**src/rtl/hpe_pkg.sv**
```systemverilog
package hpe_pkg;
  localparam int EV_W   = 5;
  localparam int EV_LSB = 16;
  localparam int IM_LSB = 24;
  localparam int SM_LSB = 29;
  localparam int SM_W   = 2;
  localparam int PRS_LSB = 10;
  localparam int LAT_BIT = 8;
  localparam int BTN_BIT = 7;
  localparam int IPF_BIT = 6;
  localparam int CTL_MASK_W = 4;
  localparam int CTL_DET_LSB = 16;
  localparam logic [31:0] SLOT_RSVD = 32'h80E0_8000;

  // event index order inside the 5-bit event vector
  localparam int E_PRS = 0;
  localparam int E_IPF = 1;
  localparam int E_BTN = 2;
  localparam int E_LAT = 3;
  localparam int E_CPF = 4;

  typedef struct packed {
    logic [1:0] prs;
    logic       lat;
    logic       btn;
    logic       ipf_n;
    logic       cpf_n;
  } slot_in_t;

  localparam int SLOT_IN_W = $bits(slot_in_t);
  localparam slot_in_t SLOT_IDLE = '{prs: 2'b11, lat: 1'b0, btn: 1'b0, ipf_n: 1'b1, cpf_n: 1'b1};
endpackage

```
**src/rtl/hpe_sync.sv**
```systemverilog
module hpe_sync #(
  parameter int          W       = 7,
  parameter int          STAGES  = 2,
  parameter logic [W-1:0] RST_VAL = '0
) (
  input  logic         clk,
  input  logic         rst_n,
  input  logic [W-1:0] d,
  output logic [W-1:0] q,
  output logic [W-1:0] q_d
);
  logic [W-1:0] st [STAGES];

  for (genvar s = 0; s < STAGES; s++) begin : g_stage
    always_ff @(posedge clk or negedge rst_n) begin
      if (!rst_n) st[s] <= RST_VAL;
      else if (s == 0) st[s] <= d;
      else st[s] <= st[(s == 0) ? 0 : s - 1];
    end
  end

  assign q = st[STAGES-1];

  always_ff @(posedge clk or negedge rst_n) begin
    if (!rst_n) q_d <= RST_VAL;
    else q_d <= q;
  end
endmodule

```
**src/rtl/hpe_slot_reg.sv**
```systemverilog
module hpe_slot_reg
  import hpe_pkg::*;
(
  input  logic              clk,
  input  logic              rst_n,
  input  slot_in_t          cur,
  input  slot_in_t          prev,
  input  logic              wr,
  input  logic [EV_W-1:0]   wr_ev,
  input  logic [EV_W-1:0]   wr_im,
  input  logic [SM_W-1:0]   wr_sm,
  output logic [31:0]       rdata,
  output logic [EV_W-1:0]   ev,
  output logic              pend
);
  logic [EV_W-1:0] set_ev, clr_ev, imask;
  logic [SM_W-1:0] smask;

  always_comb begin
    set_ev        = '0;
    set_ev[E_PRS] = cur.prs != prev.prs;
    set_ev[E_IPF] = prev.ipf_n & ~cur.ipf_n;
    set_ev[E_BTN] = cur.btn & ~prev.btn;
    set_ev[E_LAT] = cur.lat ^ prev.lat;
    set_ev[E_CPF] = prev.cpf_n & ~cur.cpf_n;
    clr_ev        = wr ? wr_ev : '0;
  end

  always_ff @(posedge clk or negedge rst_n) begin
    if (!rst_n) begin
      ev    <= '0;
      imask <= '1;
      smask <= '1;
    end else begin
      ev <= (ev & ~clr_ev) | set_ev;
      if (wr) begin
        imask <= wr_im;
        smask <= wr_sm;
      end
    end
  end

  assign pend = |(ev & ~imask);

  always_comb begin
    rdata                       = '0;
    rdata[EV_LSB +: EV_W]       = ev;
    rdata[IM_LSB +: EV_W]       = imask;
    rdata[SM_LSB +: SM_W]       = smask;
    rdata[PRS_LSB +: 2]         = cur.prs;
    rdata[LAT_BIT]              = cur.lat;
    rdata[BTN_BIT]              = cur.btn;
    rdata[IPF_BIT]              = cur.ipf_n;
  end
endmodule

```
**src/rtl/hpe_ctl_reg.sv**
```systemverilog
module hpe_ctl_reg
  import hpe_pkg::*;
(
  input  logic                  clk,
  input  logic                  rst_n,
  input  logic                  cmd_done,
  input  logic                  arb_tmo,
  input  logic                  wr,
  input  logic [CTL_MASK_W-1:0] wr_mask,
  input  logic [1:0]            wr_det,
  output logic [31:0]           rdata,
  output logic [1:0]            det,
  output logic                  glb_mask,
  output logic                  cmd_pend
);
  logic [CTL_MASK_W-1:0] mask;
  logic [1:0] clr;

  assign clr = wr ? wr_det : 2'b00;

  always_ff @(posedge clk or negedge rst_n) begin
    if (!rst_n) begin
      mask <= '1;
      det  <= '0;
    end else begin
      det <= (det & ~clr) | {arb_tmo, cmd_done};
      if (wr) mask <= wr_mask;
    end
  end

  assign glb_mask = mask[0];
  assign cmd_pend = det[0] & ~mask[2];

  always_comb begin
    rdata                       = '0;
    rdata[CTL_MASK_W-1:0]       = mask;
    rdata[CTL_DET_LSB +: 2]     = det;
  end
endmodule

```
**src/rtl/slot_evt_ctrl.sv**
```systemverilog
module slot_evt_ctrl
  import hpe_pkg::*;
#(
  parameter  int N_SLOTS = 4,
  localparam int ADDR_W  = $clog2(N_SLOTS + 2)
) (
  input  logic                 clk,
  input  logic                 rst_n,
  input  logic                 wr_en,
  input  logic [ADDR_W-1:0]    wr_addr,
  input  logic [31:0]          wr_data,
  input  logic [ADDR_W-1:0]    rd_addr,
  output logic [31:0]          rd_data,
  input  logic                 cmd_done,
  input  logic                 arb_tmo,
  input  logic [2*N_SLOTS-1:0] prsnt,
  input  logic [N_SLOTS-1:0]   latch_open,
  input  logic [N_SLOTS-1:0]   button,
  input  logic [N_SLOTS-1:0]   iso_pf_n,
  input  logic [N_SLOTS-1:0]   con_pf_n,
  output logic                 irq
);
  localparam int LOC_W   = 32;
  localparam int CTL_A   = 0;
  localparam int LOC_A   = 1;
  localparam int SLOT0_A = 2;

  logic [31:0]            slot_rd [N_SLOTS];
  logic [N_SLOTS*EV_W-1:0] ev_flat;
  logic [N_SLOTS-1:0]     slot_pend;
  logic [31:0]            ctl_rd;
  logic [1:0]             ctl_det;
  logic                   glb_mask, cmd_pend;
  logic [LOC_W-1:0]       loc_word;

  for (genvar i = 0; i < N_SLOTS; i++) begin : g_slot
    slot_in_t raw, cur, prev;
    logic     sel;

    assign raw.prs   = prsnt[2*i +: 2];
    assign raw.lat   = latch_open[i];
    assign raw.btn   = button[i];
    assign raw.ipf_n = iso_pf_n[i];
    assign raw.cpf_n = con_pf_n[i];
    assign sel = wr_en && (int'(wr_addr) == SLOT0_A + i);

    hpe_sync #(.W(SLOT_IN_W), .STAGES(2), .RST_VAL(SLOT_IDLE)) u_sync (
      .clk(clk), .rst_n(rst_n), .d(raw), .q(cur), .q_d(prev)
    );

    hpe_slot_reg u_reg (
      .clk(clk), .rst_n(rst_n), .cur(cur), .prev(prev), .wr(sel),
      .wr_ev(wr_data[EV_LSB +: EV_W]),
      .wr_im(wr_data[IM_LSB +: EV_W]),
      .wr_sm(wr_data[SM_LSB +: SM_W]),
      .rdata(slot_rd[i]), .ev(ev_flat[i*EV_W +: EV_W]), .pend(slot_pend[i])
    );
  end

  hpe_ctl_reg u_ctl (
    .clk(clk), .rst_n(rst_n), .cmd_done(cmd_done), .arb_tmo(arb_tmo),
    .wr(wr_en && (int'(wr_addr) == CTL_A)),
    .wr_mask(wr_data[CTL_MASK_W-1:0]),
    .wr_det(wr_data[CTL_DET_LSB +: 2]),
    .rdata(ctl_rd), .det(ctl_det), .glb_mask(glb_mask), .cmd_pend(cmd_pend)
  );

  always_comb begin
    loc_word                = '0;
    loc_word[0]             = cmd_pend;
    loc_word[N_SLOTS:1]     = slot_pend;
  end

  assign irq = (|loc_word) & ~glb_mask;

  always_comb begin
    rd_data = '0;
    if (int'(rd_addr) == CTL_A) rd_data = ctl_rd;
    else if (int'(rd_addr) == LOC_A) rd_data = loc_word;
    else begin
      for (int i = 0; i < N_SLOTS; i++)
        if (int'(rd_addr) == SLOT0_A + i) rd_data = slot_rd[i];
    end
  end
endmodule

```
**config.mk**
```make
export PLATFORM = sky130hd
export DESIGN_NAME = slot_evt_ctrl
export DESIGN_NICKNAME = d
export VERILOG_FILES = /design/src/rtl/hpe_pkg.sv /design/src/rtl/hpe_sync.sv /design/src/rtl/hpe_slot_reg.sv /design/src/rtl/hpe_ctl_reg.sv /design/src/rtl/slot_evt_ctrl.sv
export SDC_FILE = /design/constraint.sdc
export NUM_CORES = 1
export LEC_CHECK = 0
export ABC_CLOCK_PERIOD_IN_PS = 2900
export BUFFER_PORTS_ARGS = -buffer_cell sky130_fd_sc_hd__buf_2
export CORE_UTILIZATION = 44
export CTS_BUF_LIST = sky130_fd_sc_hd__clkbuf_4
export CTS_CLUSTER_SIZE = 12
export DETAILED_ROUTE_END_ITERATION = 8
export GPL_TIMING_DRIVEN = 1
export SLEW_MARGIN = 25
export SYNTH_ARGS = -nofsm -noshare
export SYNTH_HDL_FRONTEND = slang
export SYNTH_HIERARCHICAL = 1
export SYNTH_SLANG_ARGS = --single-unit
```
**constraint.sdc**
```tcl
create_clock -name clk -period 2.9 [get_ports clk]
set_input_delay 0.145 -clock clk [delete_from_list [all_inputs] [get_ports clk]]
set_output_delay 0.145 -clock clk [all_outputs]
set_load 0.01 [all_outputs]
```
**Word level (Yosys, flattened, before mapping)**

Index checks and enable logic that the tools add are counted.

- Register bits: 126
- Bits in latches: 0
- Bits in writable memories: 0
- Memory bits (read-only): 0
- Input port bits: 67
- Output and inout bits: 33
- Logic and storage cells: 117
- Memories: 0

- $add $sub $neg: 0
- Multiply operators: 0
- Div/mod/pow operators: 0
- $lt $le $gt $ge: 0
- Equal/unequal tests: 13
- Shift-type cells: 0
- Mux-type cells: 11
- Bitwise logic cells: 55
- Reduce and logical (&&, ||, !) cells: 12

Operator list:

| operator | count |
|---|---|
| two-way mux 32 bit | 5 |
| bitwise AND 5 bit | 8 |
| NOT 5 bit | 8 |
| two-way mux 31 bit | 1 |
| == test 3 bit (second input constant) | 8 |
| OR reduction 21 bit | 1 |
| two-way mux 5 bit | 4 |
| OR 5 bit | 4 |
| OR reduction 5 bit | 4 |
| bitwise AND 1 bit | 14 |
| NOT 1 bit | 14 |
| != test 2 bit | 4 |
| logical NOT 3 bit | 2 |
| logical AND 1 bit | 5 |
| bitwise XOR 1 bit | 4 |
| == test 3 x 2 -> 1 bit (second input constant) | 1 |
| bitwise AND 2 bit | 1 |
| two-way mux 2 bit | 1 |
| NOT 2 bit | 1 |
| OR 2 bit | 1 |

**Depth between registers and ports, before layout**

Gate-level depths: netlist (run 1).

- Depth after elaboration: 7
- Gate-level depth with buffers: 8
- Depth with buffers taken out: 6

**Hierarchy**

Netlist (run 1), hierarchy kept.

By module, submodules not included:

| module | times used | cells each | area an instance (um^2) | sequential area each (um^2) |
|---|---|---|---|---|
| hpe_slot_reg | 4 | 78 | 720.7 | 309.0 |
| hpe_sync | 4 | 24 | 510.5 | 465.4 |
| slot_evt_ctrl | 1 | 170 | 1371.3 | 0.0 |
| hpe_ctl_reg | 1 | 45 | 450.4 | 155.1 |

**Worst setup path before layout (run 1)**

Ideal clock, no wire load.

- Path kind: flip-flop to output port
- From: register g_slot[0].u_reg.imask[0]
- To: output rd_data[1]
- Arrival time: 1633 ps
- Data required time: 2755 ps
- Slack: 1122 ps
- Cell stages (with the launch flop): 7
- Buffers on the path: 0
- Path through: dfstp_2 inv_1 a222oi_1 o221ai_1 mux4_2 inv_1 o22ai_1

- Word-level cells in the longest chain between the ends: 5

RTL lines:

| element | RTL line | source |
|---|---|---|
| start: declaration | hpe_slot_reg.sv:16 | `logic [EV_W-1:0] set_ev, clr_ev, imask;` |
| start signal: assignment | hpe_slot_reg.sv:37 | `imask <= wr_im;` |
| NOT 5 bit | hpe_slot_reg.sv:43 | `assign pend = \|(ev & ~imask);` |
| bitwise AND 5 bit | hpe_slot_reg.sv:43 |  |
| OR reduction 5 bit | hpe_slot_reg.sv:43 |  |
| net loc_word[1] | slot_evt_ctrl.sv:34 | `logic [LOC_W-1:0] loc_word;` |
| two-way mux 32 bit | slot_evt_ctrl.sv:79 | `else if (int'(rd_addr) == LOC_A) rd_data = loc_word;` |
| two-way mux 32 bit | slot_evt_ctrl.sv:78 | `if (int'(rd_addr) == CTL_A) rd_data = ctl_rd;` |
| end: declaration | slot_evt_ctrl.sv:13 | `output logic [31:0] rd_data,` |

The timed path passes the listed nets, and every way through them passes these cells.

**Worst setup path in the final report (run 1)**

Same ends and word-level chain as after synthesis.

==> impl_metrics.prom, run 1 <==
# TYPE chip_impl_metric gauge
chip_impl_info{name="run_status",value="complete, no violations"} 1
chip_impl_metric{name="worst_ir_drop_vdd",unit="uV"} 212
chip_impl_metric{name="antenna_violating_nets_post_route",unit=""} 0
chip_impl_info{name="r2r_end",value="u_ctl/det[0]"} 1
chip_impl_metric{name="mappedNetlistArea",unit="um2"} 6750
chip_impl_info{name="synth_top_family_by_area",value="buffers and inverters"} 1
chip_impl_info{name="hold_path_class",value="primary input to async pin"} 1
chip_impl_metric{name="yosys_warnings",unit=""} 6
chip_impl_metric{name="worst_pin_slew",unit="ns"} 0.775
chip_impl_metric{name="clockBufferDepth",unit=""} 2
chip_impl_metric{name="postSynthCellCount",unit=""} 623
chip_impl_metric{name="route.detailed.vias_per_inst",unit=""} 4.66
chip_impl_info{name="clock-root-buffer",value="clkbuf_4"} 1
chip_impl_metric{name="drv.max_cap_violation_count",unit=""} 0
chip_impl_metric{name="finalClockSkew",unit="ns"} 0.0110
chip_impl_metric{name="synth_xor_xnor_area_share",unit=""} 0.0156
chip_impl_metric{name="drc",unit=""} 0
chip_impl_metric{name="post_drt_wl_per_cell",unit="um"} 14.8
chip_impl_metric{name="fin_cells",unit=""} 867
chip_impl_metric{name="setup_slack_reg_to_reg",unit="ns"} 1.61
chip_impl_metric{name="floorplan.core_area",unit="um2"} 14800
chip_impl_metric{name="wire_length_of_the_first_global_routing_pass",unit="um"} 21200
chip_impl_metric{name="setup_violations",unit=""} 0
chip_impl_metric{name="drtIter0Drc",unit=""} 228
chip_impl_metric{name="num-nets-final",unit=""} 737
chip_impl_metric{name="period_share",unit=""} 0.944
chip_impl_info{name="global_route.peak_usage_layer",value="met2"} 1
chip_impl_info{name="timing.critical_path.to_type",value="output pin"} 1
chip_impl_info{name="critical_path.startpoint_type",value="flip-flop"} 1
chip_impl_metric{name="final_hold_viol_count",unit=""} 0
chip_impl_info{name="r2r-start",value="u_ctl/det[0]"} 1
chip_impl_metric{name="clk_pin_slew_worst_paths",unit="ns"} 0.11
chip_impl_metric{name="firstDrtPassIters",unit=""} 4
chip_impl_metric{name="drive_gt1_frac",unit=""} 0.347
chip_impl_metric{name="synthMuxAreaShare",unit=""} 0.135
chip_impl_metric{name="die-width",unit="um"} 126
chip_impl_metric{name="h-tree-depth",unit=""} 4
chip_impl_metric{name="dpl.hpwl",unit="um"} 8680
chip_impl_metric{name="port_buffer_count",unit=""} 73
chip_impl_metric{name="post-cts-setup-buffer-count",unit=""} 0
chip_impl_metric{name="die_h",unit="um"} 126
chip_impl_metric{name="synth_simple_gate_area_share",unit=""} 0.0460
chip_impl_metric{name="compound_gate_portion_of_the_synthesized_area",unit=""} 0.104
chip_impl_info{name="grt_setup_unrepaired",value="true"} 1
chip_impl_metric{name="maxSlewViolCount",unit=""} 0
chip_impl_metric{name="design.portCount",unit=""} 100
chip_impl_metric{name="std_cell_rows",unit=""} 44
chip_impl_metric{name="synth_fa_ha_area_frac",unit=""} 0
chip_impl_metric{name="critical_path_required",unit="ns"} 2.76
chip_impl_metric{name="drt_wl_total",unit="um"} 12800
chip_impl_metric{name="grt_max_degree",unit=""} 68
chip_impl_metric{name="routed-via-count",unit=""} 4038
chip_impl_metric{name="global_route.usage.met1",unit=""} 0.218
chip_impl_metric{name="gp_congestion",unit=""} 0.840
chip_impl_metric{name="floorplan.die_area",unit="um2"} 15800
chip_impl_info{name="tritoncts",value="yes"} 1
chip_impl_metric{name="initial_utilization",unit=""} 0.457
chip_impl_metric{name="timing.max_slew.rel_slack",unit=""} 0.483
chip_impl_metric{name="holdWs",unit="ns"} 0.0734
chip_impl_metric{name="synth_seq_area_share",unit=""} 0.482
chip_impl_metric{name="synth_seq_cells",unit=""} 126
chip_impl_metric{name="antenna_violations_before_repair",unit=""} 0
chip_impl_metric{name="use_met3",unit=""} 0.0382
chip_impl_metric{name="maxClockFrequency",unit="GHz"} 0.365
chip_impl_metric{name="power_density",unit="nW/um2"} 564
chip_impl_metric{name="yosys.cell_types.count",unit=""} 36
chip_impl_info{name="worstSetupPathType",value="flip-flop to output pin"} 1
chip_impl_metric{name="overflow",unit=""} 0
chip_impl_metric{name="crit_path_max_fanout",unit=""} 2
chip_impl_metric{name="leakagePower",unit="nW"} 3.27
chip_impl_metric{name="antenna-diode-count",unit=""} 0
chip_impl_metric{name="flow.area_growth_from_synthesis",unit="%"} 6.99
chip_impl_metric{name="first_global_vias",unit=""} 4126
chip_impl_metric{name="numClockSinks",unit=""} 126
chip_impl_metric{name="grt_total_usage",unit=""} 0.175
chip_impl_metric{name="clk-insertion-delay-late",unit="ns"} 0.51
chip_impl_metric{name="tritoncts.num_buffers",unit=""} 17
chip_impl_metric{name="timing.reg2reg.worst_path_depth",unit=""} 2
chip_impl_metric{name="cp_data_arrival_time",unit="ns"} 2.59
chip_impl_metric{name="post-place-cells",unit=""} 790
chip_impl_metric{name="min_period",unit="ns"} 2.74
chip_impl_metric{name="syn-mean-instance-area",unit="um2"} 10.8
chip_impl_metric{name="use_met2",unit=""} 0.301
-- stage by stage --
step | cell area [um2] | worst slack, ns | power [mW] | util | setup TNS, ns
detailed placement | 6440 | 0.680 | 2.70 | 0.436 | 0
CTS | 7210 | 0.0785 | 4.11 | 0.489 | 0
floorplan | 7050 | 1.12 | 2.63 | - | 0
finish | 7220 | 0.163 | 4.07 | 0.489 | 0
global route | 7220 | -0.0502 | 4.29 | 0.489 | -0.0502
global placement | 6440 | 0.702 | 2.67 | 0.436 | 0
-- layer usage --
| metal | vias up | share of wire |
|---|---|---|
| li1 | 1972 | - |
| met1 | 1971 | 0.44 |
| met2 | 86 | 0.51 |
| met3 | 9 | 0.039 |
| met4 | 0 | 0.0089 |
| met5 | - | 0 |
-- placed cells by master (no fill, tap or decap), types with 5 or more instances in the layout --
master / instances
dfrtp_1: 46
mux2_1: 18
mux2i_1: 29
xnor2_1: 8
o22ai_1: 31
a22oi_1: 33
mux2_2: 35
buf_4: 12
clkbuf_4: 18
inv_1: 31
nand2_1: 62
buf_2: 71
a21oi_1: 5
conb_1: 86
o21ai_0: 24
dlygate4sd3_1: 45
dfstp_2: 80
-- power by group --
part / total [mW] / internal [mW] / switching [mW]
Sequential: 2.11 / 2.01 / 0.0929
Clock: 1.35 / 0.695 / 0.657
Combinational: 0.610 / 0.293 / 0.317
-- sequential cells by signal, indices dropped and copies added, names as in the netlist --
name                cells
g_slot.u_sync/q        24
g_slot.u_sync/q_d      24
g_slot.u_sync/st       24
g_slot.u_reg/ev        20
g_slot.u_reg/imask     20
g_slot.u_reg/smask      8
u_ctl/mask              4
u_ctl/det               2
-- logic make-up after synthesis --
family	count (synthesis)
AOI/OAI and AO/OA	106
xor gates and xnor gates	12
buffers and inverters	216
DFF	126
muxes	83
other	5
and+or+nand+nor	75
-- worst max-delay path by stage --
| stage | from | endpoint | slack [ns] |
|---|---|---|---|
| 6_report | g_slot[0].u_reg/imask[0] | rd_data[1] | 0.16 |
| 5_1_grt | g_slot[0].u_reg/imask[0] | rd_data[1] | -0.05 |
| 4_1_cts | g_slot[0].u_reg/imask[0] | rd_data[1] | 0.08 |
| 3_5_place_dp | g_slot[0].u_reg/imask[0] | rd_data[1] | 0.68 |
| 3_3_place_gp | g_slot[0].u_reg/imask[0] | rd_data[1] | 0.70 |
| 2_1_floorplan | g_slot[0].u_reg/imask[0] | rd_data[1] | 1.12 |
-- final cells by class --
class / instances / area [um2]
Clock buffer: 18 / 135
Clock inverter: 14 / 190
Fill cell: 1361 / 7540
Inverter: 34 / 128
Multi-Input combinational cell: 362 / 2370
Sequential cell: 126 / 3250
Tap cell: 184 / 230
Timing Repair Buffer: 129 / 916
-- synthesized netlist by cell type --
library cell	count	area (um2)
a21o_1	2	15.0
a21oi_1	5	25.0
a221oi_1	1	8.76
a222oi_1	4	40.0
a22oi_1	33	248
a2bb2oi_1	1	8.76
and3_1	1	6.26
buf_1	2	7.51
buf_2	12	60.1
buf_4	160	1200
buf_6	1	11.3
buf_8	1	15.0
clkbuf_1	5	18.8
clkbuf_2	1	5.00
conb_1	5	18.8
dfrtp_1	46	1150
dfstp_2	80	2100
inv_1	34	128
mux2_1	18	203
mux2_2	35	394
mux2i_1	29	290
mux4_2	1	22.5
nand2_1	62	233
nand2b_1	2	12.5
nor2_1	2	7.51
nor2_2	1	6.26
nor2b_1	3	18.8
nor3_1	1	5.00
nor3b_1	2	15.0
nor4_1	1	6.26
o21ai_0	24	120
o221ai_1	4	35.0
o22ai_1	31	194
o32ai_1	1	8.76
xnor2_1	8	70.1
xor2_1	4	35.0
-- worst max-delay path, stage by stage (launching register included) --
cell and delay [ns]:
dfstp_2 0.55, inv_2 0.04, a222oi_1 0.46, o221ai_1 0.26, mux4_2 0.51, inv_2 0.06, o22ai_1 0.06, buf_2 0.15
-- what timing repair did --
action | 4_1_cts | 5_1_grt
resized for setup | 0 | 3
hold buffers | 45 | 0
hold endpoints to repair | 126 | 0
endpoints found under the setup margin | 0 | 1
(Power assumes the default switching activity.)
==> run 2: changes to the inputs <==
--- a/config.mk
+++ b/config.mk
@@ -12,6 +12,7 @@
 export CTS_CLUSTER_SIZE = 12
 export DETAILED_ROUTE_END_ITERATION = 8
 export GPL_TIMING_DRIVEN = 1
+export RECOVER_POWER = 25
 export SLEW_MARGIN = 25
 export SYNTH_ARGS = -nofsm -noshare
 export SYNTH_HDL_FRONTEND = slang
==> impl_metrics.prom, run 2 (synthesis results as in run 1) <==
# TYPE chip_impl_metric gauge
chip_impl_metric{name="fin_util",unit=""} 0.489
chip_impl_metric{name="route.detailed.vias_per_inst",unit=""} 4.66
chip_impl_metric{name="drt_wl_total",unit="um"} 12800
chip_impl_info{name="mostFrequentLayoutCell",value="conb_1"} 1
chip_impl_metric{name="worst_pin_slew",unit="ns"} 1.41
chip_impl_metric{name="drive_gt1_frac",unit=""} 0.344
chip_impl_metric{name="totalNegativeSetupSlack",unit="ns"} 0
chip_impl_metric{name="critical_path_required",unit="ns"} 2.76
chip_impl_metric{name="numClockSinks",unit=""} 126
chip_impl_metric{name="post-cts-setup-buffer-count",unit=""} 0
chip_impl_metric{name="antenna_violating_nets_post_route",unit=""} 0
chip_impl_info{name="timing.critical_path.slowest_stage_cell",value="dfstp_2"} 1
chip_impl_metric{name="grt_max_degree",unit=""} 68
chip_impl_metric{name="antenna-diode-count",unit=""} 0
chip_impl_metric{name="num-nets-final",unit=""} 737
chip_impl_info{name="most_frequent_cells_in_the_layout",value="conb_1 (86), dfstp_2 (80), buf_2 (70)"} 1
chip_impl_metric{name="floorplan.core_area",unit="um2"} 14800
chip_impl_metric{name="flow.area_growth_from_synthesis",unit="%"} 6.92
chip_impl_metric{name="clk_pin_slew_worst_paths",unit="ns"} 0.11
chip_impl_metric{name="overflow",unit=""} 0
chip_impl_metric{name="gp_congestion",unit=""} 0.840
chip_impl_metric{name="first_global_vias",unit=""} 4126
chip_impl_metric{name="worst_path_largest_cell_delay",unit="ns"} 0.55
chip_impl_metric{name="maxClockFrequency",unit="GHz"} 0.366
chip_impl_metric{name="die-width",unit="um"} 126
chip_impl_metric{name="wire_length_of_the_first_global_routing_pass",unit="um"} 21200
chip_impl_metric{name="clockBufferDepth",unit=""} 2
chip_impl_metric{name="worst_ir_drop_vdd",unit="uV"} 212
chip_impl_info{name="critical_path.startpoint_type",value="flip-flop"} 1
chip_impl_metric{name="cp_data_arrival_time",unit="ns"} 2.59
chip_impl_metric{name="drv.max_cap_violation_count",unit=""} 0
chip_impl_metric{name="floorplan.die_area",unit="um2"} 15800
chip_impl_info{name="run_status",value="complete, no violations"} 1
chip_impl_metric{name="drtIter0Drc",unit=""} 232
chip_impl_metric{name="crit_path_max_fanout",unit=""} 2
chip_impl_metric{name="post_dp_area",unit="um2"} 6440
chip_impl_metric{name="timing.max_slew.rel_slack",unit=""} 0.0607
chip_impl_info{name="worstPathCellList",value="inv_2, a222oi_1, o221ai_1, mux4_2, inv_2, o22ai_1, buf_2"} 1
chip_impl_metric{name="finalClockSkew",unit="ns"} 0.0125
chip_impl_metric{name="die_h",unit="um"} 126
chip_impl_metric{name="min_period",unit="ns"} 2.73
chip_impl_metric{name="setup_violations",unit=""} 0
chip_impl_metric{name="firstDrtPassIters",unit=""} 4
chip_impl_info{name="tritoncts",value="yes"} 1
chip_impl_metric{name="routed-via-count",unit=""} 4036
chip_impl_metric{name="power_density",unit="nW/um2"} 564
chip_impl_info{name="grt_setup_unrepaired",value="true"} 1
chip_impl_metric{name="initial_utilization",unit=""} 0.457
chip_impl_metric{name="period_share",unit=""} 0.943
chip_impl_info{name="global_route.peak_usage_layer",value="met2"} 1
chip_impl_metric{name="leakagePower",unit="nW"} 3.26
chip_impl_info{name="clock-root-buffer",value="clkbuf_4"} 1
chip_impl_metric{name="design.portCount",unit=""} 100
chip_impl_metric{name="drc",unit=""} 0
chip_impl_metric{name="layout.filler_cells",unit=""} 1362
chip_impl_metric{name="place_ws",unit="ns"} 0.680
chip_impl_metric{name="tritoncts.num_buffers",unit=""} 17
chip_impl_metric{name="dpl.hpwl",unit="um"} 8680
chip_impl_metric{name="setup_slack",unit="ns"} 0.167
chip_impl_info{name="worstSetupPathType",value="flip-flop to output pin"} 1
chip_impl_metric{name="layout.area.seq",unit="um2"} 3250
chip_impl_metric{name="h-tree-depth",unit=""} 4
chip_impl_info{name="timing.critical_path.to_type",value="output pin"} 1
chip_impl_metric{name="grt_total_usage",unit=""} 0.175
chip_impl_info{name="hold_path_class",value="primary input to flip-flop"} 1
chip_impl_metric{name="multi_input_comb_area",unit="um2"} 2370
chip_impl_metric{name="use_met3",unit=""} 0.0382
chip_impl_metric{name="port_buffer_count",unit=""} 73
chip_impl_metric{name="final_hold_viol_count",unit=""} 0
chip_impl_metric{name="post_drt_wl_per_cell",unit="um"} 14.8
chip_impl_metric{name="maxSlewViolCount",unit=""} 0
chip_impl_metric{name="global_route.usage.met1",unit=""} 0.218
chip_impl_info{name="crit_top_cell",value="inv_2"} 1
chip_impl_metric{name="std_cell_rows",unit=""} 44
chip_impl_metric{name="clk-insertion-delay-late",unit="ns"} 0.50
chip_impl_metric{name="final_cell_area",unit="um2"} 7210
chip_impl_metric{name="use_met2",unit=""} 0.301
chip_impl_metric{name="antenna_violations_before_repair",unit=""} 0
[run 2: cell count changes in the layout (fill, tap and decap cells not counted), sizes merged]
cell | previous run | this run
buf | 84 | 82
clkbuf | 18 | 20
[run 2: metrics by stage]
step	cells	hold WS, ns	power [mW]
finish	867	0.155	4.07
global route	867	0.131	4.29
CTS	867	0.0288	4.11
detailed placement	790	0.0785	2.70
global placement	790	0.0733	2.67
floorplan	704	-0.151	2.63
[run 2: final cells by class]
| cell class | count | share of cell area |
|---|---|---|
| repair buffers | 129 | 0.126 |
| flip-flops and latches | 126 | 0.451 |
| clock buffers | 18 | 0.0187 |
| inverters | 34 | 0.0177 |
| well taps | 184 | 0.0319 |
| clock inverters | 14 | 0.0264 |
| multi-input cells | 362 | 0.328 |
[run 2: per-layer routing]
| layer | part of all wire | wire (um) |
|---|---|---|
| met1 | 0.43 | 5520 |
| met3 | 0.043 | 548 |
| met5 | 0 | 0 |
| met2 | 0.52 | 6650 |
| met4 | 0.0085 | 109 |
[run 2: what timing repair did]
action                     in CTS  in global routing
hold endpoints to repair      126                  0
gates resized for setup         0                  3
setup endpoints to repair       0                  1
hold buffers                   45                  0
[run 2: critical path: cells and delay by family, from the launching register on]
family / cells / cell delay [ns]
AO/OA/AOI/OAI: 3 / 0.79
multiplexers: 1 / 0.51
buffers and inverters: 3 / 0.24
flip-flops: 1 / 0.55
[run 2: final timing paths]
path	start	end	slack, ns	depth (start not counted)
max in group asynchronous	rst_n	g_slot[2].u_sync/q[1]	1.23	3
min	wr_addr[0]	g_slot[2].u_reg/imask[4]	0.15	5
max reg2reg	u_ctl/det[0]	u_ctl/det[0]	1.61	2
min in group asynchronous	rst_n	g_slot[2].u_reg/ev[2]	0.50	2
min reg2reg	g_slot[3].u_sync/st[8]	g_slot[3].u_sync/q[2]	0.36	0
max	g_slot[0].u_reg/imask[0]	rd_data[1]	0.17	7
[run 2: report_power, final]
part	switching [mW]	total, mW	internal, mW
Sequential	0.0928	2.11	2.01
Clock	0.656	1.35	0.695
Combinational	0.316	0.609	0.292
Total	1.07	4.07	3.00
